--- config.mk ---
export PLATFORM = sky130hd
export DESIGN_NAME = bgcopy_seq
export DESIGN_NICKNAME = d
export VERILOG_FILES = /design/src/rtl/bgcopy_pkg.sv /design/src/rtl/bgcopy_range_chk.sv /design/src/rtl/bgcopy_pick.sv /design/src/rtl/bgcopy_seq.sv
export SDC_FILE = /design/constraint.sdc
export NUM_CORES = 1
export LEC_CHECK = 0
export ABC_AREA = 1
export CELL_PAD_IN_SITES_DETAIL_PLACEMENT = 0
export CELL_PAD_IN_SITES_GLOBAL_PLACEMENT = 1
export CORE_MARGIN = 1.5
export CORE_UTILIZATION = 25
export DETAILED_ROUTE_END_ITERATION = 16
export PLACE_DENSITY = 0.73
export SYNTH_ARGS = -nofsm -noshare
export SYNTH_HDL_FRONTEND = slang
export SYNTH_SLANG_ARGS = --single-unit
--- constraint.sdc ---
create_clock -name clk_i -period 7.5 [get_ports clk_i]
set_input_delay 1.125 -clock clk_i [delete_from_list [all_inputs] [get_ports clk_i]]
set_output_delay 1.125 -clock clk_i [all_outputs]
set_load 0.005 [all_outputs]
--- src/rtl/bgcopy_pkg.sv ---
package bgcopy_pkg;

    // Copy sequencer phases: one read/write pair in flight at most.
    typedef enum logic [2:0] {
        ST_IDLE    = 3'd0,
        ST_RD_REQ  = 3'd1,
        ST_RD_WAIT = 3'd2,
        ST_WR_REQ  = 3'd3,
        ST_WR_WAIT = 3'd4
    } cp_state_e;

endpackage

--- src/rtl/bgcopy_range_chk.sv ---
// Decides whether one slot's bounds describe a usable window.
module bgcopy_range_chk #(
    parameter int ADDR_W    = 32,
    parameter int PAGE_BITS = 12
) (
    input  logic [ADDR_W-1:0] lo_i,
    input  logic [ADDR_W-1:0] hi_i,
    output logic              ok_o
);
    logic lo_aligned;
    logic hi_aligned;

    always_comb begin
        lo_aligned = (lo_i[PAGE_BITS-1:0] == '0);
        hi_aligned = (hi_i[PAGE_BITS-1:0] == '0);
        ok_o       = lo_aligned && hi_aligned && (hi_i > lo_i);
    end
endmodule

--- src/rtl/bgcopy_pick.sv ---
// Fixed-priority choice of the lowest eligible slot.
module bgcopy_pick #(
    parameter int N_SLOTS = 4,
    parameter int IDX_W   = 2
) (
    input  logic [N_SLOTS-1:0] elig_i,
    output logic               valid_o,
    output logic [IDX_W-1:0]   idx_o
);
    always_comb begin
        valid_o = |elig_i;
        idx_o   = '0;
        for (int i = N_SLOTS - 1; i >= 0; i--) begin
            if (elig_i[i]) begin
                idx_o = IDX_W'(i);
            end
        end
    end
endmodule

--- src/rtl/bgcopy_seq.sv ---
module bgcopy_seq
    import bgcopy_pkg::*;
#(
    parameter int N_SLOTS   = 4,
    parameter int ADDR_W    = 32,
    parameter int DATA_W    = 32,
    parameter int PAGE_BITS = 12
) (
    input  logic                        clk_i,
    input  logic                        rst_ni,
    input  logic [N_SLOTS*ADDR_W-1:0]   cfg_lo_i,
    input  logic [N_SLOTS*ADDR_W-1:0]   cfg_hi_i,
    input  logic [N_SLOTS*ADDR_W-1:0]   cfg_dst_i,
    input  logic [N_SLOTS-1:0]          cfg_en_i,
    input  logic                        cpu_idle_i,
    output logic                        rd_req_valid_o,
    input  logic                        rd_req_ready_i,
    output logic [ADDR_W-1:0]           rd_addr_o,
    input  logic                        rd_rsp_valid_i,
    input  logic [DATA_W-1:0]           rd_rsp_data_i,
    input  logic                        rd_rsp_err_i,
    output logic                        wr_req_valid_o,
    input  logic                        wr_req_ready_i,
    output logic [ADDR_W-1:0]           wr_addr_o,
    output logic [DATA_W-1:0]           wr_data_o,
    input  logic                        wr_rsp_valid_i,
    input  logic                        wr_rsp_err_i,
    input  logic                        err_clr_i,
    output logic                        err_irq_o,
    output logic [N_SLOTS-1:0]          done_o,
    output logic [N_SLOTS-1:0]          bad_o,
    output logic [N_SLOTS*ADDR_W-1:0]   progress_o
);
    localparam int WORD_BYTES = DATA_W / 8;
    localparam int IDX_W      = (N_SLOTS > 1) ? $clog2(N_SLOTS) : 1;
    localparam logic [ADDR_W-1:0] STEP = ADDR_W'(WORD_BYTES);

    typedef struct packed {
        cp_state_e                 st;
        logic [IDX_W-1:0]          cur;
        logic [DATA_W-1:0]         word;
        logic                      err;
        logic [N_SLOTS-1:0]        done;
        logic [N_SLOTS-1:0]        armed;   // enable seen in previous cycle
        logic [N_SLOTS*ADDR_W-1:0] prog;
    } seq_t;

    seq_t seq_d, seq_q;

    logic [ADDR_W-1:0]  lo_a   [N_SLOTS];
    logic [ADDR_W-1:0]  hi_a   [N_SLOTS];
    logic [ADDR_W-1:0]  dst_a  [N_SLOTS];
    logic [ADDR_W-1:0]  prog_a [N_SLOTS];
    logic [N_SLOTS-1:0] slot_ok;
    logic [N_SLOTS-1:0] elig;
    logic               pick_v;
    logic [IDX_W-1:0]   pick_idx;

    for (genvar g = 0; g < N_SLOTS; g++) begin : g_slot
        assign lo_a[g]   = cfg_lo_i[g*ADDR_W +: ADDR_W];
        assign hi_a[g]   = cfg_hi_i[g*ADDR_W +: ADDR_W];
        assign dst_a[g]  = cfg_dst_i[g*ADDR_W +: ADDR_W];
        assign prog_a[g] = seq_q.prog[g*ADDR_W +: ADDR_W];

        bgcopy_range_chk #(
            .ADDR_W    (ADDR_W),
            .PAGE_BITS (PAGE_BITS)
        ) u_chk (
            .lo_i (lo_a[g]),
            .hi_i (hi_a[g]),
            .ok_o (slot_ok[g])
        );
    end

    assign elig = cfg_en_i & seq_q.armed & slot_ok & ~seq_q.done;

    bgcopy_pick #(
        .N_SLOTS (N_SLOTS),
        .IDX_W   (IDX_W)
    ) u_pick (
        .elig_i  (elig),
        .valid_o (pick_v),
        .idx_o   (pick_idx)
    );

    logic              cur_en;
    logic [ADDR_W-1:0] cur_lo;
    logic [ADDR_W-1:0] cur_hi;
    logic [ADDR_W-1:0] cur_dst;
    logic [ADDR_W-1:0] cur_prog;
    logic [ADDR_W-1:0] cur_next;
    logic              advance;

    always_comb begin
        cur_en   = cfg_en_i[seq_q.cur];
        cur_lo   = lo_a[seq_q.cur];
        cur_hi   = hi_a[seq_q.cur];
        cur_dst  = dst_a[seq_q.cur];
        cur_prog = prog_a[seq_q.cur];
        cur_next = cur_prog + STEP;
        advance  = (seq_q.st == ST_WR_WAIT) && wr_rsp_valid_i && !wr_rsp_err_i;
    end

    always_comb begin
        seq_d = seq_q;
        if (err_clr_i) begin
            seq_d.err = 1'b0;
        end
        unique case (seq_q.st)
            ST_IDLE: begin
                if (pick_v && !seq_q.err) begin
                    seq_d.cur = pick_idx;
                    seq_d.st  = ST_RD_REQ;
                end
            end
            ST_RD_REQ: begin
                if (!cur_en) begin
                    seq_d.st = ST_IDLE;
                end else if (cpu_idle_i && rd_req_ready_i) begin
                    seq_d.st = ST_RD_WAIT;
                end
            end
            ST_RD_WAIT: begin
                if (rd_rsp_valid_i) begin
                    if (rd_rsp_err_i) begin
                        seq_d.err = 1'b1;
                        seq_d.st  = ST_IDLE;
                    end else if (!cur_en) begin
                        seq_d.st = ST_IDLE;
                    end else begin
                        seq_d.word = rd_rsp_data_i;
                        seq_d.st   = ST_WR_REQ;
                    end
                end
            end
            ST_WR_REQ: begin
                if (!cur_en) begin
                    seq_d.st = ST_IDLE;
                end else if (cpu_idle_i && wr_req_ready_i) begin
                    seq_d.st = ST_WR_WAIT;
                end
            end
            ST_WR_WAIT: begin
                if (wr_rsp_valid_i) begin
                    if (wr_rsp_err_i) begin
                        seq_d.err = 1'b1;
                        seq_d.st  = ST_IDLE;
                    end else if (cur_next == cur_hi) begin
                        seq_d.st = ST_IDLE;
                    end else begin
                        seq_d.st = ST_RD_REQ;
                    end
                end
            end
            default: seq_d.st = ST_IDLE;
        endcase

        for (int n = 0; n < N_SLOTS; n++) begin
            if (advance && (int'(seq_q.cur) == n)) begin
                seq_d.prog[n*ADDR_W +: ADDR_W] = cur_next;
                if (cur_next == hi_a[n]) begin
                    seq_d.done[n] = 1'b1;
                end
            end
            seq_d.armed[n] = cfg_en_i[n];
            // A disabled or newly enabled slot restarts from its lower bound.
            if (!cfg_en_i[n] || !seq_q.armed[n]) begin
                seq_d.prog[n*ADDR_W +: ADDR_W] = lo_a[n];
                seq_d.done[n] = 1'b0;
            end
        end
    end

    always_ff @(posedge clk_i or negedge rst_ni) begin
        if (!rst_ni) begin
            seq_q <= '{st: ST_IDLE, default: '0};
        end else begin
            seq_q <= seq_d;
        end
    end

    assign rd_req_valid_o = (seq_q.st == ST_RD_REQ) && cur_en && cpu_idle_i;
    assign rd_addr_o      = cur_prog;
    assign wr_req_valid_o = (seq_q.st == ST_WR_REQ) && cur_en && cpu_idle_i;
    assign wr_addr_o      = cur_dst + (cur_prog - cur_lo);
    assign wr_data_o      = seq_q.word;
    assign err_irq_o      = seq_q.err;
    assign done_o         = seq_q.done;
    assign bad_o          = cfg_en_i & ~slot_ok;
    assign progress_o     = seq_q.prog;

    // copy traffic only in processor-idle cycles
    p_idle_gate_r3: assert property (@(posedge clk_i) disable iff (!rst_ni)
        (rd_req_valid_o || wr_req_valid_o) |-> cpu_idle_i);

    // an accepted write is followed by no read request
    p_single_txn_r4: assert property (@(posedge clk_i) disable iff (!rst_ni)
        (wr_req_valid_o && wr_req_ready_i) |=> !rd_req_valid_o);

    // pointer of the active slot stays inside its window
    p_prog_window_r5: assert property (@(posedge clk_i) disable iff (!rst_ni)
        (seq_q.st != ST_IDLE) |-> (cur_prog >= cur_lo && cur_prog < cur_hi));

    // a malformed slot never reaches the source port
    p_skip_bad_r7: assert property (@(posedge clk_i) disable iff (!rst_ni)
        rd_req_valid_o |-> !bad_o[seq_q.cur]);

    // a pending error blocks every request
    p_err_halts_r9: assert property (@(posedge clk_i) disable iff (!rst_ni)
        err_irq_o |-> (!rd_req_valid_o && !wr_req_valid_o));

    for (genvar g = 0; g < N_SLOTS; g++) begin : g_done_chk
        // completion coincides with the pointer reaching the upper bound
        p_done_at_end_r6: assert property (@(posedge clk_i) disable iff (!rst_ni)
            $rose(done_o[g]) |-> (prog_a[g] == hi_a[g]));
    end
endmodule

# == Word-level counts from Yosys, hierarchy flattened ==
# Cells that the tools add are included.
# totals
in_bits,430
register_bits,174
out_inout_bits,235
# classes
reduce_logical,61
eq_ne,17
bitwise,8
n_mux,56
addsub,3
n_lt_le_gt_ge,6
# op_table
cell,count
32-bit 2-to-1 mux,16
32-bit binary-select mux with 2-bit select,4
32-bit == test,5
32-bit > comparator,4
12-bit zero test,8
"32-bit by 3-bit adder with 32-bit output, second input constant",1
32-bit adder,1
32-bit subtractor,1
1-bit logical AND,21
3-bit 2-to-1 mux,7
1-bit 2-to-1 mux,19
4-bit bitwise AND,4
2-bit nonzero test,8
3-bit one-hot mux with 5 select lines,1
2-bit 2-to-1 mux,6
1-bit zero test,10
2-bit AND reduction,5
4-bit NOT,2
"3-bit by 2-bit == test with 1-bit output, second input constant",2
"2-bit != test, second input constant",3
"3-bit != test, second input constant",2
5-bit 2-to-1 mux,1
5-bit AND reduction,1
"2-bit == test, second input constant",2
other kinds (14),17

# == Logic depth before layout (Yosys ltp) ==
# Gate-level depths: netlist of run 1.
# depth
word_depth,11
depth_mapped,27
depth_no_buf,23

# == By module ==
# From an unflattened synthesis of run 1, not the netlist that was laid out.
# hier_totals
cells_unflattened,3314
hier_area_um2,22262.6
# by_module_without_submodules
module,cells_per_inst,n_inst,area_per_inst_um2
bgcopy_seq,2689,1,18402.6
bgcopy_range_chk,154,4,953.4
bgcopy_pick,9,1,46.3

# == Worst setup path after synthesis of run 1 ==
# Ideal clock, no wire load.
# synth_timing
path_kind,reg2out
startpoint,reg seq_q[169] (netlist bit)
endpoint,out wr_addr_o[27]
path_stages_with_launch,24
arrival_time_ps,4478
slack_ps,1897
cell_sequence,dfrtp_1 buf_6 buf_6 buf_6 buf_4 nand2_4 inv_1 clkbuf_1 buf_1 a22o_1 a221oi_1 fa_1 inv_1 ha_1 a21oi_1 nand2_1 a21boi_0 o21ai_0 a21boi_0 o21ai_0 a21boi_0 o21ai_0 a21oi_1 xnor2_1
# synth_between
elab_chain_len,6
word_cells_on_any_way,12
classes_between,add/sub (2); mux (9); bitwise (1)
# synth_lines
element,line,rtl
start: declaration,bgcopy_seq.sv:48,"seq_t seq_d, seq_q;"
start signal: assignment,bgcopy_seq.sv:178,seq_q <= seq_d;
2-bit NOT with 3-bit output (not written as such) (*),"bgcopy_seq.sv:96, bgcopy_seq.sv:98, bgcopy_seq.sv:99",
"32-bit binary-select mux with 2-bit select, on equally long branches","bgcopy_seq.sv:99, bgcopy_seq.sv:96",
"32-bit 2-to-1 mux, on equally long branches (2 in series)","bgcopy_seq.sv:99, bgcopy_seq.sv:96",
32-bit subtractor,bgcopy_seq.sv:185,assign wr_addr_o = cur_dst + (cur_prog - cur_lo);
32-bit adder (*),bgcopy_seq.sv:185,
end: declaration,bgcopy_seq.sv:24,"output logic [ADDR_W-1:0] wr_addr_o,"
# Every way passes the cells marked *; elsewhere a longest branch is shown, timed or not. The select of a mux whose other input is x is not followed.

# == Worst setup path in the final report of run 1 ==
# layout_timing
startpoint,reg seq_q[169] (netlist bit)
endpoint,out wr_addr_o[28]
# Same word-level chain as after synthesis.

==> results of run 1 <==
==> area by class of cell <==
class / count / area, µm²
fillers: 9521 / 57800
multi-input cells: 2424 / 14400
clock inverters: 15 / 190
well taps: 1155 / 1450
clock buffers: 17 / 425
diodes: 4 / 10.0
inverters: 384 / 1450
repair buffers: 721 / 7110
flip-flops and latches: 174 / 4360
==> power breakdown <==
part	internal, W	switching [W]	leakage, nW
logic	0.00105	0.00119	11.1
clock network	0.000456	0.000553	0.294
registers	0.00106	0.000108	2.14
==> metal layers <==
metal / up-vias / GRT usage / part of all wire
met5: - / 0 / 0.00074
met4: 16 / 0.117 / 0.041
met3: 268 / 0.0676 / 0.093
met2: 1469 / 0.495 / 0.46
met1: 12600 / 0.375 / 0.40
li1: 11800 / - / -
==> critical path, delay by kind of cell, from the launching register on <==
family / cells / cell delay [ns]
compound gates: 7 / 2.17
simple gates: 3 / 0.23
xor+xnor: 1 / 0.19
buf+inv: 6 / 1.39
flops: 1 / 0.58
fa+ha+maj: 2 / 1.03
==> per-stage QoR <==
step | utilization | worst slack [ns] | cell area [µm²]
5_1_grt | 0.337 | 0.00744 | 29400
4_1_cts | 0.336 | 0.0874 | 29300
2_1_floorplan | - | 1.90 | 22100
3_5_place_dp | 0.329 | 0.289 | 28700
6_report | 0.337 | 0.234 | 29400
3_3_place_gp | 0.329 | 0.283 | 28700
==> worst max-delay path by stage <==
stage                          endpoint        start  slack (ns)  cells after the start
after floorplan           wr_addr_o[27]   seq_q[169]        1.90                     23
after global placement    wr_addr_o[27]  cfg_lo_i[2]        0.28                     18
after detailed placement  wr_addr_o[27]  cfg_lo_i[2]        0.29                     18
after CTS                 wr_addr_o[28]   seq_q[169]        0.09                     19
after global routing      wr_addr_o[28]   seq_q[169]       0.007                     19
final                     wr_addr_o[28]   seq_q[169]        0.23                     19
==> sequential cells by signal, indices dropped and copies added, names as in the netlist <==
| name | cells |
|---|---|
| done_o | 4 |
| err_irq_o | 1 |
| progress_o | 128 |
| seq_q | 9 |
| wr_data_o | 32 |
==> cell usage in the layout (no fill, tap or decap), drive strengths merged, types with 27 or more instances in the layout <==
master and count:
nand2 999, clkdlybuf4s50 663, inv 390, nor2 268, nand3 185, dfrtp 174
ha 161, o221ai 155, a21oi 127, o21ai 99, buf 58, xor2 52
nand4 43, a22oi 39, a221oi 36, mux2 32, a22o 31, o22ai 31
fa 31, xnor2 27
==> cell families after synthesis <==
group	share of synthesized area
xor+xnor	0.0313
mux	0.0163
flops	0.197
buf+inv	0.154
simple gates	0.304
fa+ha+maj	0.119
compound gates	0.178
==> cell usage after synthesis, types with 7 or more instances <==
cell type / n / share of area
inv_2: 9 / 0.0015
ha_1: 161 / 0.091
a21oi_1: 127 / 0.029
o21ai_0: 75 / 0.017
buf_4: 177 / 0.060
buf_6: 19 / 0.0097
nor2_1: 230 / 0.039
a221oi_1: 36 / 0.014
fa_1: 31 / 0.028
nor2_2: 23 / 0.0065
buf_2: 22 / 0.0050
o21a_1: 8 / 0.0027
nor4_1: 21 / 0.0059
a31oi_1: 13 / 0.0037
nand2_1: 928 / 0.16
a22oi_1: 38 / 0.013
mux2_2: 13 / 0.0066
o21ai_1: 22 / 0.0050
nand3_1: 182 / 0.041
o22ai_1: 31 / 0.0088
xor2_1: 52 / 0.021
inv_1: 372 / 0.063
a22o_1: 31 / 0.012
o211ai_1: 8 / 0.0027
a21boi_0: 7 / 0.0024
dfrtp_1: 174 / 0.20
nand2_4: 7 / 0.0036
nand2_2: 64 / 0.018
xnor2_1: 27 / 0.011
nor2_4: 14 / 0.0071
nand4_1: 43 / 0.012
buf_1: 13 / 0.0022
o221ai_1: 155 / 0.061
nand3b_1: 12 / 0.0041
nor3_1: 11 / 0.0025
mux2_1: 19 / 0.0097
clkbuf_1: 52 / 0.0088
==> repair_timing <==
item / CTS / global route
gates resized for setup: 0 / 5
endpoints found under the setup margin: 0 / 6
setup buffers: 0 / 6
==> run metrics, run 1 <==
status finished clean; Clock Latency Late Sink 0.51 ns; Post-CTS Hold Fix Bufs 0; Finished Layout Cells 4,894; clock slew at reported path FFs roughly 0.09 ns; maximum clock rate roughly 0.14 GHz; layout overhead on the synthesized area 32.9%; clock tree buffer depth 2; Die Y 300 µm; vias in the first global route ~25,000; Syn Std Cell Area between 0.02 and 0.025 mm²; vias post-DR around 26,000; crit-path max cell delay between 0.6 and 0.7 ns; worst r2r src seq_q[169]; Core Region slightly below 0.09 mm²; ANT nets after route 0; GRT Residual Overflow 0; die width roughly 300 µm; DRT Wirelength ~140,000 µm; Worst Hold Depth 1; synth unique cells 56; Cells after Synth between 3,000 and 4,000; clock root buffer clkbuf_16; top_reg_cell synth dfrtp_1; Starting DRT DRC Count between 2,000 and 3,000; port bufs 664; # Max-Cap Violations 0; #FFs+latches synth 174; Peak VDD IR 0.165 mV; crit-path cells buf_4 > nand2_4 > inv_2 > buf_6 > a22oi_1 > o221ai_1 > fa_1 > inv_1 > ha_1 > a21o_1 > nand3_1 > nand2_1 > a21oi_1 > inv_1 > a31oi_1 > o21ai_0 > a21oi_1 > xor2_1 > clkdlybuf4s50_1; dpl hpwl between 100,000 and 150,000 µm; R2R setup slack around 2.6 ns; Async SR Flop Fraction 1.00; routability cong. 0.987; total CTS buffers 17; TNS Setup 0 ns; RR Endpoint done_o[3]; share of layout cells above drive strength 1 0.0675; Worst Setup Start Kind flop; H-tree levels 4; Max Slew Vio Count 0; Final Hold Fails 0; Crit Path Class reg2out; worst path required time 6.38 ns; clock sinks approximately 170; fin crit share 0.969; Worst-Margin Slew 1.11 ns; total track usage 0.299; Rel. slew slack 0.259; Yosys Warn Count 0; Placed Instances around 4,900; Pre-Repair DR Iteration Count 6; Starting Density 0.254; DR DRC count 0; antenna violations before repair 12; TritonCTS clock tree done; pin count of the biggest net entering global routing between 90 and 100; RSZ-0062 raised after global routing false; Min Hold Slack between 0.4 and 0.5 ns; vias per std cell 5.34; worst-case reg-to-reg path depth 18; hold path endpoint wr_data_o[10]; Net Count, Synth approximately 3,900; number of synthesized flops with an enable pin 0; Arrival @ worst endpoint 6.14 ns; row count 108; register area share after synthesis 0.197; Worst Hold Class reg2reg; final setup violation count 0; Worst Hold Launch wr_data_o[10]; Routed wire per std cell around 29 µm; crit-path max FO 28; Crit-path slowest cell a22oi_1; final total power roughly 0.0044 W; leakage power roughly 14 nW; Ports 665; Setup crit end kind primary output; clock skew about 0.021 ns; Final Critical Period roughly 7.3 ns; synthesized area per cell 6.76 µm²; fin nets around 4,300; first-pass GRT wire length 190,000 µm; die area about 0.090 mm²; PD cells 151 mW/mm²
No activity file was read; power rests on OpenSTA's default activity.
==> inputs of run 2 (changes only) <==
--- a/config.mk
+++ b/config.mk
@@ -6,11 +6,13 @@
 export NUM_CORES = 1
 export LEC_CHECK = 0
 export ABC_AREA = 1
+export CAP_MARGIN = 20
 export CELL_PAD_IN_SITES_DETAIL_PLACEMENT = 0
 export CELL_PAD_IN_SITES_GLOBAL_PLACEMENT = 1
 export CORE_MARGIN = 1.5
 export CORE_UTILIZATION = 25
 export DETAILED_ROUTE_END_ITERATION = 16
+export GPL_ROUTABILITY_DRIVEN = 0
 export PLACE_DENSITY = 0.73
 export SYNTH_ARGS = -nofsm -noshare
 export SYNTH_HDL_FRONTEND = slang
==> constraint.sdc (replaced) <==
create_clock -name clk_i -period 7.5 [get_ports clk_i]
set_input_delay 0.75 -clock clk_i [delete_from_list [all_inputs] [get_ports clk_i]]
set_output_delay 0.75 -clock clk_i [all_outputs]
set_load 0.005 [all_outputs]
==> run 2 against run 1 <==
Net effect: combinational power is essentially flat; sequential share of layout area grew 0.11 points; worst setup slack gained 0.046 ns; via count grew 1.3%; first-iteration DRC count grew 15%; worst hold slack lost 0.21 ns; register-to-register slack lost 0.26 ns; sequential power is essentially flat; utilization shrank 0.26 points; routed wire length shrank 0.50%; sequential cell count is the same; final area shrank 0.76%.
==> run metrics, run 2 (same netlist as run 1, synthesis figures left out) <==
status finished clean; ANT nets after route 0 (unchanged); RSZ-0062 raised after global routing false; TritonCTS clock tree done; Clock Latency Late Sink 0.51 ns (about the same); Die Y 300 µm (unchanged); row count 108 (unchanged); PnR worst setup slack 0.281 ns (+0.0464 ns); DR DRC count 0 (unchanged); clock slew at reported path FFs 0.08 ns (about the same); Top Layer Used met5; Worst-Margin Slew 1.24 ns (+0.126 ns); # Max-Cap Violations 0 (unchanged); crit-path cells buf_4 > nand2_4 > inv_2 > a22oi_1 > o221ai_1 > fa_1 > fa_1 > o21ai_0 > a31oi_1 > o21ai_0 > a31oi_1 > o21ai_0 > a21oi_1 > xor2_1 > clkdlybuf4s50_1; port bufs 664 (unchanged); crit-path max cell delay 0.71 ns (+0.02 ns); share of layout cells above drive strength 1 0.0604 (-0.00709); Final Hold Fails 0 (unchanged); Resized Gates After CTS 0 (unchanged); worst path bufs/invs 3 (-3); Metal-1 WL 54,700 µm (-2.3%); vias per std cell 5.44 (+1.9%); Final Util 0.335 (-0.00255); Max Slew Vio Count 0 (unchanged); CP dominant cell by count o21ai_0; Arrival @ worst endpoint 6.47 ns (+0.33 ns); Final Critical Period 7.22 ns (-0.0464 ns); vias post-DR 26,500 (+1.3%); fin crit share 0.963 (-0.00619); Pre-Repair DR Iteration Count 6 (unchanged); die width 300 µm (unchanged); number of flip-flops in the largest register 128 (unchanged); fin nets 4,319 (-0.58%); maximum clock rate 0.139 GHz (+0.64%); clock skew 0.0172 ns (-0.00361 ns); multi-input gate area in the final layout 0.0144 mm² (about the same); Starting DRT DRC Count 3,119 (+15%); total track usage 0.298 (-0.000717); PD cells 152 mW/mm² (+0.63%); postcts setup bufs 0 (unchanged); total CTS buffers 17 (unchanged); CP delay by family, top compound AO/OA/AOI/OAI gates; Rel. slew slack 0.176 (-0.0830); TNS Setup 0 ns (unchanged); die area 0.0902 mm² (unchanged); cell area after layout 0.0292 mm² (-0.76%); H-tree levels 4 (unchanged); met3 routed WL 14,500 µm (+12%); Peak VDD IR 0.181 mV (+9.8%); Fillers 9,493 (-0.29%); layout overhead on the synthesized area 31.9%; clock root buffer clkbuf_16; crit-path max FO 28 (unchanged); leakage power 13.4 nW (-0.91%); Core Region 0.0872 mm² (unchanged); Setup crit end kind primary output; Post-CTS Hold Fix Bufs 0 (unchanged); vias in the first global route 25,100 (+1.7%); clock tree buffer depth 2 (unchanged); Worst Hold Class in2async; length of routed met2 wiring 63,100 µm (-2.9%); dpl hpwl 113,000 µm (-0.46%); Crit Path Class reg2out; first-pass GRT wire length 191,000 µm (+0.21%); Setup WS pre-CTS 0.795 ns (+0.506 ns); most common cell after layout, fill and taps aside nand2_1; worst path required time 6.75 ns (+0.37 ns); Starting Density 0.254 (unchanged); pin count of the biggest net entering global routing 100 (+8.7%); DRT Wirelength 139,000 µm (-0.50%); Crit-path slowest cell o21ai_0; Routed wire per std cell 28.6 µm (about the same); antenna violations before repair 12 (unchanged); GRT Residual Overflow 0 (unchanged); sequential cell area 0.00436 mm² (unchanged); final setup violation count 0 (unchanged); Ports 665 (unchanged); Cell Area, Placed 0.0285 mm² (-0.49%); most frequent cells in the layout nand2_1, clkdlybuf4s50_1, inv_1, nor2_1, nand3_1; clock sinks 174 (unchanged); Worst Setup Start Kind flop
## run 2: changes by cell type in the layout (fill, tap and decap cells not counted), moves of 2 or more
cell and change:
bufinv_16 +2, buf_6 -2, diode_2 -2, inv_12 -2, inv_6 +3, buf_4 -23
clkinv_8 -4
## run 2: worst paths after layout
path	start	endpoint	slack (ns)	cells after the start
min	rst_ni	wr_data_o[17]	0.28	1
max in group asynchronous	rst_ni	seq_q[169]	6.04	2
min reg2reg	wr_data_o[2]	wr_data_o[2]	0.49	1
min in group clk_i	wr_data_o[2]	wr_data_o[2]	0.49	1
max	seq_q[169]	wr_addr_o[28]	0.28	15
max reg2reg	seq_q[169]	done_o[3]	2.33	19
## run 2: layer usage
layer	global-route usage	vias to the layer above
met5	0	-
met4	0.131	20
met3	0.0709	314
met2	0.483	1716
met1	0.376	12700
li1	-	11700
## run 2: worst register-to-register path: stages (launching register included)
cell	delay, ns
dfrtp_4	0.51
buf_4	0.35
buf_4	0.40
nand3_1	0.14
nand2_1	0.16
inv_1	0.06
nand2_2	0.24
ha_1	0.34
inv_1	0.15
nor2_2	0.19
nand2_1	0.21
nor2_1	0.36
nand4_1	0.14
nand2_1	0.54
o21ai_0	0.30
nor2_1	0.14
nand3_1	0.11
nor2_1	0.22
nand3_1	0.31
a21oi_1	0.21
## run 2: report_power, final
part,leakage (nW),switching [W],internal (W)
Clock,0.296,0.000500,0.000513
Combinational,11.0,0.00120,0.00104
Sequential,2.14,0.000111,0.00106
## run 2: area by class of cell
type	instances	area share
Antenna cell	2	0.000172
Clock buffer	19	0.0152
Clock inverter	13	0.00575
Inverter	384	0.0497
Multi-Input combinational cell	2424	0.493
Sequential cell	174	0.150
Tap cell	1155	0.0496
Timing Repair Buffer	696	0.237
## run 2: per-stage QoR
stage,hold slack [ns],instances,total power (W)
5_1_grt,0.327,4865,0.00464
6_report,0.280,4867,0.00442
3_5_place_dp,0.478,4833,0.00340
2_1_floorplan,0.454,3268,0.00226
3_3_place_gp,0.468,4832,0.00339
4_1_cts,0.294,4865,0.00442
